==> src/rtl/ovr_pkg.sv <==
package ovr_pkg;
  localparam int unsigned DEF_SAMPLE_W = 14;
  localparam int unsigned DEF_LAT      = 8;
  localparam int unsigned DEF_HOLD_W   = 4;

  typedef enum logic {
    PIN_SERIAL = 1'b0,
    PIN_FLAG   = 1'b1
  } pin_sel_e;
endpackage

==> src/rtl/ovr_mag_cmp.sv <==
module ovr_mag_cmp #(
  parameter int unsigned SAMPLE_W = ovr_pkg::DEF_SAMPLE_W
) (
  input  logic                clk,
  input  logic                rst,
  input  logic                en,
  input  logic                in_valid,
  input  logic [SAMPLE_W-1:0] in_data,
  input  logic [SAMPLE_W-1:0] thr,
  output logic                over_q
);
  logic [SAMPLE_W-1:0] mag;
  logic                exceed;

  // two's-complement magnitude; the most negative code maps to 2^(W-1)
  always_comb begin
    if (in_data[SAMPLE_W-1]) mag = (~in_data) + 1'b1;
    else                     mag = in_data;
    exceed = in_valid && (mag > thr);
  end

  always_ff @(posedge clk) begin
    if (rst || !en) over_q <= 1'b0;
    else            over_q <= exceed;
  end
endmodule

==> src/rtl/ovr_delay_line.sv <==
module ovr_delay_line #(
  parameter int unsigned DEPTH = 6
) (
  input  logic clk,
  input  logic rst,
  input  logic en,
  input  logic d_in,
  output logic d_out
);
  generate
    if (DEPTH == 0) begin : g_wire
      assign d_out = d_in;
    end else if (DEPTH == 1) begin : g_one
      logic stage;
      always_ff @(posedge clk) begin
        if (rst || !en) stage <= 1'b0;
        else            stage <= d_in;
      end
      assign d_out = stage;
    end else begin : g_shift
      logic [DEPTH-1:0] stage;
      always_ff @(posedge clk) begin
        if (rst || !en) stage <= '0;
        else            stage <= {stage[DEPTH-2:0], d_in};
      end
      assign d_out = stage[DEPTH-1];
    end
  endgenerate
endmodule

==> src/rtl/ovr_hold_stretch.sv <==
module ovr_hold_stretch #(
  parameter int unsigned HOLD_W = ovr_pkg::DEF_HOLD_W
) (
  input  logic              clk,
  input  logic              rst,
  input  logic              en,
  input  logic              d_over,
  input  logic [HOLD_W-1:0] hold,
  output logic              flag
);
  logic [HOLD_W-1:0] cnt;

  always_ff @(posedge clk) begin
    if (rst || !en) begin
      flag <= 1'b0;
      cnt  <= '0;
    end else if (d_over) begin
      flag <= 1'b1;
      cnt  <= hold;
    end else if (cnt != '0) begin
      cnt  <= cnt - 1'b1;
    end else begin
      flag <= 1'b0;
    end
  end
endmodule

==> src/rtl/ovr_pin_mux.sv <==
module ovr_pin_mux (
  input  logic pin_mode,
  input  logic flag,
  input  logic sdo_in,
  output logic pin_out
);
  ovr_pkg::pin_sel_e sel;

  always_comb begin
    sel = ovr_pkg::pin_sel_e'(pin_mode);
    unique case (sel)
      ovr_pkg::PIN_FLAG:   pin_out = flag;
      ovr_pkg::PIN_SERIAL: pin_out = sdo_in;
      default:             pin_out = sdo_in;
    endcase
  end
endmodule

==> src/rtl/ovr_flag_gen.sv <==
module ovr_flag_gen #(
  parameter int unsigned SAMPLE_W = ovr_pkg::DEF_SAMPLE_W,
  parameter int unsigned LAT      = ovr_pkg::DEF_LAT,
  parameter int unsigned HOLD_W   = ovr_pkg::DEF_HOLD_W
) (
  input  logic                clk,
  input  logic                rst,
  input  logic                ovr_en,
  input  logic                in_valid,
  input  logic [SAMPLE_W-1:0] in_data,
  input  logic [SAMPLE_W-1:0] ovr_thr,
  input  logic [HOLD_W-1:0]   ovr_hold,
  input  logic                pin_mode,
  input  logic                sdo_in,
  output logic                ovr_flag,
  output logic                pin_out
);
  // one register in the comparator, one in the stretcher, the rest in between
  localparam int unsigned DLY_STAGES = LAT - 2;

  logic over_q;
  logic over_late;

  ovr_mag_cmp #(.SAMPLE_W(SAMPLE_W)) u_cmp (
    .clk(clk), .rst(rst), .en(ovr_en),
    .in_valid(in_valid), .in_data(in_data), .thr(ovr_thr),
    .over_q(over_q)
  );

  ovr_delay_line #(.DEPTH(DLY_STAGES)) u_dly (
    .clk(clk), .rst(rst), .en(ovr_en),
    .d_in(over_q), .d_out(over_late)
  );

  ovr_hold_stretch #(.HOLD_W(HOLD_W)) u_hold (
    .clk(clk), .rst(rst), .en(ovr_en),
    .d_over(over_late), .hold(ovr_hold),
    .flag(ovr_flag)
  );

  ovr_pin_mux u_mux (
    .pin_mode(pin_mode), .flag(ovr_flag), .sdo_in(sdo_in),
    .pin_out(pin_out)
  );
endmodule

==> config.mk <==
export PLATFORM = sky130hd
export DESIGN_NAME = ovr_flag_gen
export DESIGN_NICKNAME = d
export VERILOG_FILES = /design/src/rtl/ovr_pkg.sv /design/src/rtl/ovr_mag_cmp.sv /design/src/rtl/ovr_delay_line.sv /design/src/rtl/ovr_hold_stretch.sv /design/src/rtl/ovr_pin_mux.sv /design/src/rtl/ovr_flag_gen.sv
export SDC_FILE = /design/constraint.sdc
export NUM_CORES = 1
export LEC_CHECK = 0
export ABC_AREA = 1
export BUFFER_PORTS_ARGS = -buffer_cell sky130_fd_sc_hd__buf_2
export CORE_MARGIN = 10
export CORE_UTILIZATION = 45
export CTS_CLUSTER_SIZE = 12
export DETAILED_ROUTE_END_ITERATION = 7
export PLACE_DENSITY = 0.71
export SLEW_MARGIN = 5
export SYNTH_ARGS = -nofsm -noshare
export SYNTH_HDL_FRONTEND = slang
export SYNTH_HIERARCHICAL = 1
export SYNTH_SLANG_ARGS = --single-unit
==> constraint.sdc <==
create_clock -name clk -period 2.3 [get_ports clk]
set_input_delay 0.23 -clock clk [delete_from_list [all_inputs] [get_ports clk]]
set_output_delay 0.23 -clock clk [all_outputs]
set_load 0.03 [all_outputs]
==> results.cfg <==
[clocking]
clk_pin_slew_ps = 70
clock_latency_ps = 270
cts_buffers = 3
postCtsSetupRepairBufs = 0
cts_resized = 0
root_buffer = clkbuf_4
ctsHoldBuffers = 0
cts_tree = yes
clock_path_buffers = 2
cts.htree.levels = 1
clock_sinks = 12

[finish]
final_cell_count_no_fill = 267
finalInstanceArea_sq_um = 1460
area_delta_synth_final_pct = 19.7
antennaDiodeCount = 0
layout-drive-gt1-share_pct = 21.5
fin_nets = 293
fin_util_pct = 57.9

[power_and_ir_drop]
clkPwrFrac_pct = 14.6
seq_power_share_pct = 31.7
power.switching_mw = 0.354
p_int_mw = 0.502
p_per_area_nw_per_um2 = 586
p_leak_nw = 0.850
ir_worst_vdd_mv = 0.567
swShare_pct = 41.3
comb_power_share_pct = 53.8

[floorplan]
fp.dieH_microns = 72.1
die_area_sq_um = 5190
row_count = 18
dieWidth_microns = 72.1
coreArea_sq_um = 2520
start_util_pct = 48.4
ioPinCount = 40

[timing]
final.setup.tns_ps = 0
rsz0062_at_grt = false
fin_crit_ps = 1760
finalHoldViolCount = 0
fmax_mhz = 567
finalClockSkew_ps = 3.75
worst_slack_ps = 535
worstMarginPinSlew_ps = 311
final.period_utilization_pct = 76.7
slew_viol_final = 0
slew_headroom_pct = 79.3
setup_violations = 0

[global_routing]
grt_pass1_wl_microns = 4470
grt_pass1_vias = 1213
overflow = 0
grt_max_degree = 16
track_usage_pct = 9.74
antenna_found_initial = 0

[critical_path]
path_class = in -> reg
crit_family = simple AND/OR/NAND/NOR gates
r2r-start = u_hold/cnt[0]$_SDFFE_PP0P_
r2r_cells = 5
cp.required_ps = 2460
cp-end-kind = register
crit_top_cell = nand2_1
ff2ff_setup_slack_ps = 1160
cp-start-kind = primary input
arrival_ps = 1920
reg2reg_to = u_hold/cnt[3]$_SDFFE_PP0P_
slowest_delay_ps = 260
cp_cell_sequence = buf_2, inv_1, ha_1, nand3_1, o21ai_4, nand2_1, nand2_1, nand2_1, ha_1, nand2_1, nor2_1, nand2_1, o21ai_0, a21oi_1
crit_buf_inv = 2
critPathMaxFanout = 5
cp_slowest_cell = ha_1

[run_status]
status = finished, final reports clean

[synthesis]
postSynthCellCount = 197
ys_ff_latch = 12
synth_top_flop_cell = dfxtp_1
synth_edf_count = 0
synth_fp_nets = 251
yosysSeqAreaShare_pct = 19.7
synth_area_leaders = dfxtp_1, nand2_1, ha_1
syn_avg_cell_area_sq_um = 6.19
async_flop_share_pct = 0
syn_area_sq_um = 1220
yosys.area.top_type = dfxtp_1
yosysWarnings = 6
synth_cell_types = 23
synth_top_area_share_pct = 19.7

[run]
maxCapViolCount = 0

[routing]
ant_nets = 0
drt_wl_total_microns = 2510
firstDrtPassIters = 4
wl_per_cell_microns = 9.42
drc = 0
drt_iter0_drc = 45
viasPerCell = 4.52
vias = 1208

[worst_hold_path]
hold_start = ovr_hold[2]
hold_end = u_hold/cnt[2]$_SDFFE_PP0P_
hp-class = in -> reg
holdPathStages = 3

[placement]
placed_area_sq_um = 1440
dp.cells = 264
hpwl_microns = 2280
place_congestion = 0.863
io_buffer_count = 39
place_ws_ps = 269
[Yosys cell counts, drive strengths merged (2+ instances only)]
cell type / count
a21oi: 11
buf: 2
dfxtp: 12
ha: 16
inv: 47
nand2: 55
nand3: 14
nand4: 2
nor2: 18
o21ai: 8
xnor2: 4
xor2: 4
[state kept, by name, indices dropped and copies added (netlist names)]
signal / count
u_dly/g_shift.stage: 6
u_hold/cnt: 4
u_cmp/over_q: 1
u_hold/flag: 1
[worst max-delay path by stage]
| stage | from | to | cells past startpoint |
|---|---|---|---|
| final | in_data[0] | u_cmp/over_q$_SDFF_PP0_ | 14 |
| after global routing | in_data[0] | u_cmp/over_q$_SDFF_PP0_ | 14 |
| after CTS | in_data[0] | u_cmp/over_q$_SDFF_PP0_ | 14 |
| after detailed placement | in_data[0] | u_cmp/over_q$_SDFF_PP0_ | 14 |
| after global placement | in_data[0] | u_cmp/over_q$_SDFF_PP0_ | 14 |
| after floorplan | in_data[0] | u_cmp/over_q$_SDFF_PP0_ | 13 |
[kinds of logic (layout without fill, tap and decap cells)]
group                    Yosys count  count (layout)  synth area share, %
AND/OR/NAND/NOR                   92              92                 32.5
buffers and inverters             49              89                 15.7
AO/OA/AOI/OAI                     20              20                 9.95
adder cells (fa/ha/maj)           16              16                 16.4
flip-flops                        12              12                 19.7
XOR/XNOR                           8               8                 5.74
[worst register-to-register path, cell delays in order, from the launching register on]
cell	delay (ps)
dfxtp_1	350
inv_1	80
ha_1	270
a21oi_2	180
nand3_1	80
a21oi_1	120
[placed cells by master, fill, tap and decap left out]
cell       n
nand3_1   13
buf_2     39
clkbuf_4   3
a21oi_1   10
nand2_2    1
or2_4      1
o211ai_1   1
inv_1     47
nor3_2     1
nand4_1    2
xnor2_1    4
nand2_1   54
o21ai_0    5
nor2_1    16
and3b_1    1
nor2_2     2
o21ai_4    1
o21ai_2    1
o21ai_1    1
a21oi_2    1
ha_1      16
dfxtp_1   12
nand3_2    1
xor2_1     4
[final cells by class]
| class | count | area, sq um |
|---|---|---|
| fill | 283 | 1060 |
| clock buffer | 3 | 22.5 |
| sequential | 12 | 240 |
| multi-input combinational | 136 | 788 |
| timing repair buffer | 39 | 195 |
| tap | 30 | 37.5 |
| inverter | 47 | 176 |
[per-layer routing]
| layer | up-vias | track usage (%) | part of all wire, % |
|---|---|---|---|
| li1 | 684 | - | - |
| met1 | 497 | 10.9 | 47 |
| met2 | 23 | 17.5 | 46 |
| met3 | 4 | 2.72 | 6.4 |
| met4 | 0 | 2.58 | 0.56 |
| met5 | - | 0 | 0 |
[metrics by stage]
stage	power, mW	hold WS, ps
2_1_floorplan	0.637	376
3_3_place_gp	0.733	395
3_5_place_dp	0.735	401
4_1_cts	0.872	205
5_1_grt	0.958	220
6_report	0.856	210
[power by group through the flow]
stage	Sequential [mW]	Combinational, mW	Clock (mW)
5_1_grt	0.277	0.543	0.138
4_1_cts	0.271	0.469	0.133
3_3_place_gp	0.276	0.456	0
2_1_floorplan	0.270	0.368	0
6_report	0.271	0.460	0.125
3_5_place_dp	0.275	0.460	0
No activity file was read; power rests on OpenSTA's default activity.
